## src/rtl/drs_pkg.sv

```systemverilog
package drs_pkg;

  // Bundle of the six control outputs driven by the sequencer
  typedef struct packed {
    logic mux_rst;
    logic demux_rst;
    logic temp_rst;
    logic st_a;
    logic st_b;
    logic inhibit;
  } drs_ctl_t;

  // Nominal reference tick rate the hold lengths are expressed in
  localparam int unsigned TICK_HZ = 1000;

  // Counter width able to hold the value n
  function automatic int unsigned cnt_width(input int unsigned n);
    return (n < 2) ? 1 : $clog2(n + 1);
  endfunction

endpackage

```

## src/rtl/drs_sync.sv

```systemverilog
module drs_sync #(
  parameter int unsigned STAGES    = 2,
  parameter bit          RESET_VAL = 1'b1
) (
  input  logic clk,
  input  logic rst_n,
  input  logic d_i,
  output logic q_o
);
  logic [STAGES-1:0] chain_q;

  generate
    for (genvar g = 0; g < STAGES; g++) begin : g_stage
      if (g == 0) begin : g_first
        always_ff @(posedge clk or negedge rst_n) begin
          if (!rst_n) chain_q[0] <= RESET_VAL;
          else        chain_q[0] <= d_i;
        end
      end else begin : g_rest
        always_ff @(posedge clk or negedge rst_n) begin
          if (!rst_n) chain_q[g] <= RESET_VAL;
          else        chain_q[g] <= chain_q[g-1];
        end
      end
    end
  endgenerate

  assign q_o = chain_q[STAGES-1];
endmodule

```

## src/rtl/drs_oneshot.sv

```systemverilog
module drs_oneshot #(
  parameter int unsigned LEN = 500
) (
  input  logic clk,
  input  logic rst_n,
  input  logic tick_i,
  input  logic trig_i,
  output logic active_o
);
  import drs_pkg::*;

  localparam int unsigned W = cnt_width(LEN);
  localparam logic [W-1:0] FULL = W'(LEN);

  logic [W-1:0] remain_q;

  // A trigger always reloads the full length, even mid-count or on a tick
  always_ff @(posedge clk or negedge rst_n) begin
    if (!rst_n) begin
      remain_q <= '0;
    end else if (trig_i) begin
      remain_q <= FULL;
    end else if (tick_i && (remain_q != '0)) begin
      remain_q <= remain_q - 1'b1;
    end
  end

  assign active_o = (remain_q != '0);
endmodule

```

## src/rtl/drs_latches.sv

```systemverilog
module drs_latches (
  input  logic clk,
  input  logic rst_n,
  input  logic btn_i,
  input  logic sw_i,
  input  logic fs_sync_i,
  output logic err_q_o,
  output logic st_q_o,
  output logic st_off_o,
  output logic fs_fall_o
);
  logic err_q, st_q, fs_d_q;

  // Error-reset latch: set while the button is pressed, cleared on release
  always_ff @(posedge clk or negedge rst_n) begin
    if (!rst_n)          err_q <= 1'b0;
    else if (!btn_i)     err_q <= 1'b0;
    else if (!err_q)     err_q <= 1'b1;
  end

  // Self-test latch follows the switch
  always_ff @(posedge clk or negedge rst_n) begin
    if (!rst_n)          st_q <= 1'b0;
    else if (sw_i)       st_q <= 1'b1;
    else                 st_q <= 1'b0;
  end

  // Delay stage for the synchronised frame sync
  always_ff @(posedge clk or negedge rst_n) begin
    if (!rst_n) fs_d_q <= 1'b1;
    else        fs_d_q <= fs_sync_i;
  end

  assign err_q_o   = err_q;
  assign st_q_o    = st_q;
  assign st_off_o  = st_q & ~sw_i;
  assign fs_fall_o = fs_d_q & ~fs_sync_i;
endmodule

```

## src/rtl/diag_reset_seq.sv

```systemverilog
module diag_reset_seq #(
  parameter int unsigned LONG_TICKS  = 10000,
  parameter int unsigned SHORT_TICKS = 500,
  parameter int unsigned SYNC_STAGES = 2
) (
  input  logic clk,
  input  logic rst_n,
  input  logic tick_i,
  input  logic btn_reset_i,
  input  logic selftest_sw_i,
  input  logic fsync_i,
  output logic mux_diag_rst_o,
  output logic demux_diag_rst_o,
  output logic temp_alarm_rst_o,
  output logic selftest_a_o,
  output logic selftest_b_o,
  output logic diag_inhibit_o
);
  import drs_pkg::*;

  localparam int unsigned HOLDS = 2;
  localparam int unsigned H_LONG = 0;
  localparam int unsigned H_SHORT = 1;

  logic fs_sync;
  logic err_q, st_q, st_off, fs_fall;
  logic [HOLDS-1:0] hold_trig, hold_act;
  logic gated_btn, sync_lost;
  drs_ctl_t ctl;

  drs_sync #(.STAGES(SYNC_STAGES), .RESET_VAL(1'b1)) u_fs_sync (
    .clk(clk), .rst_n(rst_n), .d_i(fsync_i), .q_o(fs_sync)
  );

  drs_latches u_lat (
    .clk(clk), .rst_n(rst_n),
    .btn_i(btn_reset_i), .sw_i(selftest_sw_i), .fs_sync_i(fs_sync),
    .err_q_o(err_q), .st_q_o(st_q), .st_off_o(st_off), .fs_fall_o(fs_fall)
  );

  assign hold_trig[H_LONG]  = st_off;
  assign hold_trig[H_SHORT] = fs_fall;

  generate
    for (genvar h = 0; h < HOLDS; h++) begin : g_hold
      localparam int unsigned LEN_H = (h == H_LONG) ? LONG_TICKS : SHORT_TICKS;
      drs_oneshot #(.LEN(LEN_H)) u_os (
        .clk(clk), .rst_n(rst_n), .tick_i(tick_i),
        .trig_i(hold_trig[h]), .active_o(hold_act[h])
      );
    end
  endgenerate

  assign gated_btn = err_q & ~st_q;
  assign sync_lost = ~fs_sync;

  always_comb begin
    ctl.mux_rst   = gated_btn | hold_act[H_LONG];
    ctl.temp_rst  = gated_btn | hold_act[H_LONG];
    ctl.demux_rst = gated_btn | sync_lost | hold_act[H_LONG];
    ctl.st_a      = st_q;
    ctl.st_b      = st_q;
    ctl.inhibit   = |hold_act;
  end

  assign mux_diag_rst_o   = ctl.mux_rst;
  assign demux_diag_rst_o = ctl.demux_rst;
  assign temp_alarm_rst_o = ctl.temp_rst;
  assign selftest_a_o     = ctl.st_a;
  assign selftest_b_o     = ctl.st_b;
  assign diag_inhibit_o   = ctl.inhibit;
endmodule

```

## config.mk

```make
export PLATFORM = sky130hd
export DESIGN_NAME = diag_reset_seq
export DESIGN_NICKNAME = d
export VERILOG_FILES = /design/src/rtl/drs_pkg.sv /design/src/rtl/drs_sync.sv /design/src/rtl/drs_oneshot.sv /design/src/rtl/drs_latches.sv /design/src/rtl/diag_reset_seq.sv
export SDC_FILE = /design/constraint.sdc
export NUM_CORES = 1
export LEC_CHECK = 0
export BUFFER_PORTS_ARGS = -buffer_cell sky130_fd_sc_hd__clkbuf_2
export CORE_MARGIN = 1.5
export CORE_UTILIZATION = 45
export DETAILED_ROUTE_END_ITERATION = 8
export GPL_ROUTABILITY_DRIVEN = 0
export HOLD_SLACK_MARGIN = 0.03
export RECOVER_POWER = 100
export SYNTH_ARGS = -nofsm -noshare
export SYNTH_HDL_FRONTEND = slang
export SYNTH_SLANG_ARGS = --single-unit
```

## constraint.sdc

```tcl
create_clock -name clk -period 2.4 [get_ports clk]
set_clock_uncertainty 0.05 [all_clocks]
set_input_delay 0.48 -clock clk [delete_from_list [all_inputs] [get_ports clk]]
set_output_delay 0.48 -clock clk [all_outputs]
set_load 0.03 [all_outputs]
```

==> impl_metrics.tcl, run 1 <==
set metrics [dict create \
    status "finished, violations left" \
    violations "capacitance limit, slew limit" \
    timing.final.crit_period_ns 2.33 \
    grt_start_max_net_pins 29 \
    multi_input_area_sq_um 683 \
    power_density_mw_per_mm2 716 \
    yosysWarnings 0 \
    cp.arrival_ns 1.80 \
    cp_slowest_cell "or4b_4" \
    fin_crit_sh 0.971 \
    layout.nets 171 \
    cap_violations 1 \
    cts_tree "built" \
    cts_hold_buf 0 \
    final_cell_mix "dfrtp_1, buf_4, nor2_1, a21oi_1, nand2_1" \
    drtPass1Iterations 4 \
    drive_above_1_share 0.253 \
    ys_seq_area_frac 0.503 \
    hpwlAfterDp_microns 1910 \
    fmax_ghz 0.429 \
    place_area_sq_mm 0.00151 \
    p_total_mw 1.17 \
    port_buffers 11 \
    fillers 280 \
    clk_pin_slew_ns 0.15 \
    dieArea_sq_mm 0.00346 \
    cts_root_buf "clkbuf_4" \
    final_common_cell "dfrtp_1" \
    slew_headroom -0.00180 \
    core_region_area_sq_mm 0.00300 \
    setup_viol 0 \
    place_ws_ns 0.169 \
    overflow 0 \
    async_reset_ff_frac 1.00 \
    design_area_sq_mm 0.00163 \
    start_util 0.466 \
    max-vdd-ir-drop_v 0.000362 \
    cts_sinks 28 \
    worst_setup_path_start_kind "flip-flop" \
    clk_latency_ns 0.33 \
    grt_pass1_vias 996 \
    antenna_found_initial 0 \
    vias_per_cell 5.73 \
    grt_pass1_wl_microns 4570 \
    synth_fp_nets 149 \
    fin_util 0.544 \
    syn_inst 141 \
    cts_made_buffers 3 \
    totalNegativeSetupSlack_ns 0 \
    critPathMaxFanout 3 \
    vias 1117 \
    power_leakage_nw 0.646 \
    slowest_delay_ns 0.48 \
    die_h_microns 58.8 \
    hold_viol_final 0 \
    worst-setup-path-type "reg -> out" \
    required_ns 1.87 \
    hp-class "in -> reg" \
    ioPinCount 12 \
    die_w_microns 58.8 \
    rsz0062_at_grt "yes" \
    remaining_drc_errors 0 \
    seq_area_sq_um 704 \
    worst_slack_ns 0.0688 \
    crit_path_cell_trace "inv_2 > ha_2 > or4b_4 > nor2_4 > nand2_2 > buf_6" \
    cts_buffer_depth 2 \
    syn_to_final_growth_pct 16.6 \
    syn_area_per_cell_sq_um 9.93 \
    maxSlewViolCount 28 \
    ant_nets 0 \
    synth_top_flop_cell "dfrtp_1" \
    yosysUniqueCellTypes 39 \
    wirelength_microns 2740 \
    yosys_register_bits 28 \
    drtIter0Drc 12 \
    synth-edff-count 0 \
    h-tree-depth 1 \
    antenna-diode-count 0 \
    wl_per_cell_microns 14.0 \
    syn_area_sq_mm 0.00140 \
    cp-end-kind "output pin" \
    fp-row-count 20 \
    grtUsageTotal 0.172 \
    tightest_slew_ns 1.50 \
]
[flip-flops by register name (all words and copies together) (netlist names)]
| signal | cells |
|---|---|
| u_lat.fs_d_q | 1 |
| u_lat.err_q_o | 1 |
| u_fs_sync.q_o | 1 |
| u_lat.st_q_o | 1 |
| u_fs_sync.chain_q | 1 |
| g_hold.u_os.remain_q | 23 |
[final timing paths]
kind                                       startpoint                     endpoint  slack (ns)  depth (start not counted)
max in group asynchronous                       rst_n   g_hold[1].u_os.remain_q[8]        1.01                          1
hold / removal                                fsync_i         u_fs_sync.chain_q[0]        0.16                          1
setup / recovery           g_hold[1].u_os.remain_q[0]               diag_inhibit_o        0.07                          6
setup reg to reg           g_hold[0].u_os.remain_q[4]  g_hold[0].u_os.remain_q[13]        0.28                          4
min in group asynchronous                       rst_n   g_hold[0].u_os.remain_q[7]        0.43                          1
hold reg to reg                  u_fs_sync.chain_q[0]                u_fs_sync.q_o        0.32                          0
[worst max-delay path, delay by kind of cell (launching register included)]
| family | cells | cell delay [ns] |
|---|---|---|
| and+or+nand+nor | 3 | 0.69 |
| DFF | 1 | 0.42 |
| buffers and inverters | 2 | 0.19 |
| adders and majority gates | 1 | 0.16 |
[per-stage QoR]
| stage | hold slack [ns] | cells |
|---|---|---|
| CTS | 0.131 | 189 |
| global placement | 0.297 | 185 |
| global route | 0.141 | 195 |
| finish | 0.156 | 195 |
| floorplan | 0.134 | 141 |
| detailed placement | 0.299 | 185 |
[logic make-up (layout without fill, tap and decap cells)]
logic type / after synthesis / after routing / synth area share
AO/OA/AOI/OAI: 37 / 37 / 0.171
buffers and inverters: 12 / 33 / 0.0402
AND/OR/NAND/NOR: 58 / 58 / 0.243
XOR/XNOR: 4 / 4 / 0.0250
flip-flops: 28 / 28 / 0.503
adder cells (fa/ha/maj): 2 / 2 / 0.0179
[Yosys cell counts, drive strengths merged (3+ instances only)]
cell type / n / area, sq um
or4b: 3 / 33.8
or3: 8 / 50.1
or4: 4 / 30.0
o21ai: 9 / 48.8
o31ai: 5 / 37.5
nor4: 4 / 25.0
dfstp: 3 / 78.8
nor2: 11 / 41.3
dfrtp: 25 / 626
inv: 7 / 26.3
buf: 3 / 22.5
nand2: 10 / 37.5
o211ai: 3 / 22.5
a21oi: 10 / 50.1
nand3: 5 / 25.0
xnor2: 4 / 35.0
[cell type report]
class	instances	area share
well taps	33	0.0253
clock buffers	4	0.0222
flip-flops and latches	28	0.431
repair buffers	22	0.0866
multi-input cells	101	0.418
inverters	7	0.0161
[power breakdown]
part	internal, mW	switching [mW]
combinational	0.141	0.145
clock	0.0929	0.144
sequential	0.550	0.0963
total	0.784	0.386
[what timing repair did]
action,in CTS,in global routing
setup buffers,0,6
gates resized for setup,7,9
pin swaps,1,1
endpoints found under the setup margin,4,4
[layer usage]
metal	up-vias	GRT usage	part of all wire
met1	537	0.254	0.54
met3	4	0.0198	0.023
met4	0	0.0584	0.0099
li1	562	-	-
met2	14	0.260	0.43
met5	-	0	0
(Power assumes the default switching activity.)
==> run 2, diff against run 1 <==
--- a/config.mk
+++ b/config.mk
@@ -7,7 +7,7 @@
 export LEC_CHECK = 0
 export BUFFER_PORTS_ARGS = -buffer_cell sky130_fd_sc_hd__clkbuf_2
 export CORE_MARGIN = 1.5
-export CORE_UTILIZATION = 45
+export CORE_UTILIZATION = 40
 export DETAILED_ROUTE_END_ITERATION = 8
 export GPL_ROUTABILITY_DRIVEN = 0
 export HOLD_SLACK_MARGIN = 0.03
==> constraint.sdc (replaced) <==
create_clock -name clk -period 2.9 [get_ports clk]
set_clock_uncertainty 0.05 [all_clocks]
set_input_delay 0.58 -clock clk [delete_from_list [all_inputs] [get_ports clk]]
set_output_delay 0.58 -clock clk [all_outputs]
set_load 0.03 [all_outputs]
==> run 2 against run 1 <==
The flow finishes with violations (capacitance limit). Sequential cell count unchanged. First-iteration DRC count increased to 3.6 times the previous value. Clock power is 10% higher. Register-to-register slack better by 0.28 ns. Cell count grew 2.1%. Setup slack improved by 0.17 ns. Worst hold slack better by 0.086 ns. Routed wire length down 4.5%. Global-route usage shrank 2.3 points. Largest cell class unchanged. Largest power group unchanged.
==> impl_metrics.tcl, run 2 (synthesis results as in run 1) <==
set metrics [dict create \
    min_to "u_fs_sync.chain_q[0]" \
    cp-end-kind "output pin" \
    fin_crit_sh 0.918 \
    switchingPower_mw 0.305 \
    hold_viol_final 0 \
    worst_setup_path_start_kind "flip-flop" \
    drive_above_1_share 0.111 \
    grtUsageTotal 0.148 \
    clockPowerShare 0.264 \
    rsz0062_at_grt "no" \
    ant_nets 0 \
    combPwrFrac 0.203 \
    antenna-diode-count 0 \
    maxSlewViolCount 0 \
    status "finished, violations left" \
    port_buffers 11 \
    timing.final.crit_period_ns 2.66 \
    cts_made_buffers 3 \
    power_leakage_nw 0.588 \
    syn_to_final_growth_pct 9.92 \
    core_region_area_sq_mm 0.00334 \
    cts_root_buf "clkbuf_4" \
    dieArea_sq_mm 0.00386 \
    cts_hold_buf 0 \
    drtIter0Drc 43 \
    rr_worst_depth 4 \
    hpwlAfterDp_microns 1810 \
    met3WireLength_microns 145 \
    wl_met2_microns 1130 \
    grt_pass1_wl_microns 4670 \
    wl_per_cell_microns 13.2 \
    die_h_microns 62.2 \
    ioPinCount 12 \
    wl_met1_microns 1280 \
    post_cts_buffers 0 \
    wirelength_microns 2620 \
    vias 1096 \
    setup_viol 0 \
    worst-setup-path-type "reg -> out" \
    layout.nets 162 \
    p_int_mw 0.685 \
    drtPass1Iterations 4 \
    remaining_drc_errors 0 \
    fmax_ghz 0.376 \
    grt_start_max_net_pins 29 \
    violations "capacitance limit" \
    fp-row-count 21 \
    cts_buffer_depth 2 \
    vias_per_cell 5.51 \
    top_register "g_hold.u_os.remain_q" \
    grt_pass1_vias 1056 \
    hp-start "fsync_i" \
    power_density_mw_per_mm2 643 \
    cts_tree "built" \
    cp.arrival_ns 2.03 \
    die_w_microns 62.2 \
    final_cell_mix "dfrtp_1, nor2_1, nand2_1, a21oi_1, o21ai_0" \
    clk_pin_slew_ns 0.16 \
    p_total_mw 0.990 \
    cap_violations 1 \
    final_common_cell "dfrtp_1" \
    largest_register_ffs 23 \
    r2r_setup_slack_ns 0.56 \
    reg2reg_to "g_hold[0].u_os.remain_q[13]" \
    overflow 0 \
    timing.rr.start "g_hold[0].u_os.remain_q[6]" \
    critPathMaxFanout 14 \
    cts_sinks 28 \
    h-tree-depth 1 \
    power.share.switching 0.308 \
    clk_latency_ns 0.34 \
    p_seq_frac 0.533 \
    hp-class "in -> reg" \
    highest_layer "met4" \
    slew_headroom 0.00641 \
    start_util 0.420 \
    required_ns 2.27 \
    max-vdd-ir-drop_v 0.000255 \
    holdPathStages 1 \
    antenna_found_initial 0 \
    totalNegativeSetupSlack_ns 0 \
    tightest_slew_ns 1.49 \
]
==> run 2: worst max-delay path: stages, from the launching register on <==
cell	delay, ns
dfrtp_1	0.44
nor4_1	0.50
and4_4	0.42
o21ai_0	0.14
clkbuf_2	0.20
==> run 2: cell type report <==
class | count | area, sq um
Fill cell | 330 | 1800
Sequential cell | 28 | 704
Multi-Input combinational cell | 101 | 637
Timing Repair Buffer | 13 | 61.3
Tap cell | 46 | 57.6
Clock inverter | 1 | 30.0
Inverter | 7 | 26.3
Clock buffer | 3 | 22.5
==> run 2: layer usage <==
metal / global-route usage / vias up
met5: 0 / -
met2: 0.232 / 32
met3: 0.0199 / 5
met4: 0.0667 / 0
li1: - / 545
met1: 0.206 / 514
==> run 2: power by group through the flow <==
stage / clock network, mW / registers, mW / logic [mW]
after global placement: 0 / 0.531 / 0.203
final: 0.261 / 0.528 / 0.201
after CTS: 0.270 / 0.526 / 0.207
after floorplan: 0 / 0.518 / 0.156
after global routing: 0.282 / 0.541 / 0.234
after detailed placement: 0 / 0.534 / 0.205
==> run 2: worst max path at each step <==
stage,slack [ns],endpoint,cells after the start,start
final,0.24,temp_alarm_rst_o,4,g_hold[0].u_os.remain_q[10]
after global placement,0.44,diag_inhibit_o,6,g_hold[1].u_os.remain_q[0]
after detailed placement,0.47,diag_inhibit_o,6,g_hold[1].u_os.remain_q[0]
after floorplan,0.09,temp_alarm_rst_o,7,g_hold[0].u_os.remain_q[0]
after CTS,0.05,diag_inhibit_o,6,g_hold[1].u_os.remain_q[0]
after global routing,0.08,mux_diag_rst_o,6,g_hold[0].u_os.remain_q[0]
==> run 2: per-stage QoR <==
stage / utilization / hold slack [ns] / std cells / worst slack (ns) / instance area (sq um)
finish: 0.461 / 0.242 / 199 / 0.238 / 1540
global route: 0.461 / 0.219 / 199 / 0.0821 / 1540
CTS: 0.465 / 0.216 / 199 / 0.0539 / 1550
detailed placement: 0.449 / 0.298 / 195 / 0.471 / 1500
global placement: 0.449 / 0.297 / 195 / 0.435 / 1500
floorplan: - / 0.234 / 141 / 0.0928 / 1400
==> run 2: repair_timing <==
action                                  CTS  global route
endpoints found under the hold margin     0             0
endpoints found under the setup margin    0             4
resized for setup                         0             4
==> run 3, diff against run 2 <==
--- a/config.mk
+++ b/config.mk
@@ -11,6 +11,7 @@
 export DETAILED_ROUTE_END_ITERATION = 8
 export GPL_ROUTABILITY_DRIVEN = 0
 export HOLD_SLACK_MARGIN = 0.03
+export PLACE_DENSITY = 0.59
 export RECOVER_POWER = 100
 export SYNTH_ARGS = -nofsm -noshare
 export SYNTH_HDL_FRONTEND = slang
==> run 3 against run 2 <==
Via count decreased by 1.1%. The flow finishes with violations (capacitance limit, slew limit). Sequential share of layout area is 0.15 points higher. Die area did not move. Sequential power hardly changed. Global-route usage is 0.58 points lower. Count of clock-buffer cells in the layout unchanged. Cell area shrank 0.33%. Setup slack worse by 0.030 ns. Critical endpoint is now mux_diag_rst_o. Non-clock buffer count did not move. Largest cell class unchanged. Power fell by 0.49%.
==> impl_metrics.tcl, run 3 (synthesis results as in run 1) <==
set metrics [dict create \
    dieArea_sq_mm 0.00386 \
    instances_no_fill 199 \
    remaining_drc_errors 0 \
    grt_pass1_wl_microns 4470 \
    critPathMaxFanout 14 \
    port_buffers 11 \
    vias_per_cell 5.45 \
    worst-setup-path-type "reg -> out" \
    seq_area_sq_um 704 \
    min_to "u_fs_sync.chain_q[0]" \
    start_util 0.420 \
    cts_tree "built" \
    post_cts_buffers 0 \
    required_ns 2.27 \
    critPathLaunch "g_hold[0].u_os.remain_q[10]" \
    cts_buffer_depth 2 \
    die_w_microns 62.2 \
    maxSlewViolCount 28 \
    ioPinCount 12 \
    holdPathStages 1 \
    cp_slowest_cell "and4_2" \
    max-vdd-ir-drop_v 0.000236 \
    violations "capacitance limit, slew limit" \
    drtPass1Iterations 4 \
    power_leakage_nw 0.588 \
    timing.rr.start "g_hold[0].u_os.remain_q[6]" \
    cts_made_buffers 3 \
    r2r_setup_slack_ns 0.50 \
    setup_viol 0 \
    slowest_delay_ns 0.47 \
    top_register "g_hold.u_os.remain_q" \
    ant_nets 0 \
    fillers 341 \
    layout.nets 162 \
    design_area_sq_mm 0.00153 \
    fmax_ghz 0.371 \
    hp-class "in -> reg" \
    final_cell_mix "dfrtp_1, nor2_1, nand2_1, a21oi_1, o21ai_0" \
    power_density_mw_per_mm2 642 \
    multi_input_area_sq_um 628 \
    clk_pin_slew_ns 0.15 \
    h-tree-depth 1 \
    slew_headroom -0.000603 \
    drtIter0Drc 55 \
    drive_above_1_share 0.105 \
    antenna_found_initial 0 \
    rsz0062_at_grt "no" \
    grt_start_max_net_pins 29 \
    core_region_area_sq_mm 0.00334 \
    antenna-diode-count 0 \
    cap_violations 1 \
    totalNegativeSetupSlack_ns 0 \
    wl_per_cell_microns 13.3 \
    syn_to_final_growth_pct 9.56 \
    critPathBufInv 1 \
    cp-end-kind "output pin" \
    hold_viol_final 0 \
    place_area_sq_mm 0.00150 \
    grtUsageTotal 0.143 \
    vias 1084 \
    path_delay_family "simple AND/OR/NAND/NOR gates" \
    timing.final.crit_period_ns 2.69 \
    status "finished, violations left" \
    crit_path_cell_trace "nor4_1 > and4_2 > o21ai_0 > clkbuf_2" \
    cp.arrival_ns 2.06 \
    grt_pass1_vias 973 \
    wirelength_microns 2650 \
    final_common_cell "dfrtp_1" \
    fin_crit_sh 0.928 \
    fp-row-count 21 \
    hold-worst-slack_ns 0.256 \
    reg2reg_to "g_hold[0].u_os.remain_q[13]" \
    largest_register_ffs 23 \
    hpwlAfterDp_microns 1870 \
    cts_sinks 28 \
    fin_util 0.460 \
    overflow 0 \
    worst_setup_path_start_kind "flip-flop" \
    placed_cells 195 \
    cts_root_buf "clkbuf_4" \
    clk_latency_ns 0.33 \
    die_h_microns 62.2 \
    rr_worst_depth 4 \
    tightest_slew_ns 1.50 \
    hp-start "fsync_i" \
]
[run 3: cell count changes in the layout (fill, tap and decap cells not counted), sizes merged]
cell / previous run / this run
buf: 1 / 2
clkbuf: 15 / 14
[run 3: through the flow]
stage | total power, mW | worst slack, ns
floorplan | 0.674 | 0.0928
detailed placement | 0.740 | 0.473
global route | 1.06 | 0.0258
finish | 0.985 | 0.208
CTS | 1.00 | 0.0657
global placement | 0.735 | 0.451
[run 3: power by group]
part	switching [mW]	internal (mW)
clock	0.115	0.140
combinational	0.111	0.0915
sequential	0.0727	0.455
[run 3: repair_timing]
action / 4_1_cts / 5_1_grt
hold buffers: 0 / 0
endpoints found under the hold margin: 0 / 0
resized for setup: 0 / 3
endpoints found under the setup margin: 0 / 4
[run 3: worst max-delay path by stage]
stage	to	slack, ns	cells after the start
2_1_floorplan	temp_alarm_rst_o	0.09	7
3_3_place_gp	diag_inhibit_o	0.45	6
3_5_place_dp	diag_inhibit_o	0.47	6
4_1_cts	diag_inhibit_o	0.07	6
5_1_grt	mux_diag_rst_o	0.03	4
6_report	mux_diag_rst_o	0.21	4
[run 3: area by class of cell]
type	instances	area share
clock buffer	3	0.0147
timing repair buffer	13	0.0424
clock inverter	1	0.0196
sequential	28	0.459
tap	46	0.0375
multi-input combinational	101	0.409
inverter	7	0.0171
[run 3: routing by layer]
layer | share of wire | vias to the layer above | GRT usage
met5 | 0 | - | 0
li1 | - | 548 | -
met2 | 0.42 | 21 | 0.207
met4 | 0.017 | 0 | 0.0583
met3 | 0.028 | 5 | 0.0163
met1 | 0.53 | 510 | 0.217
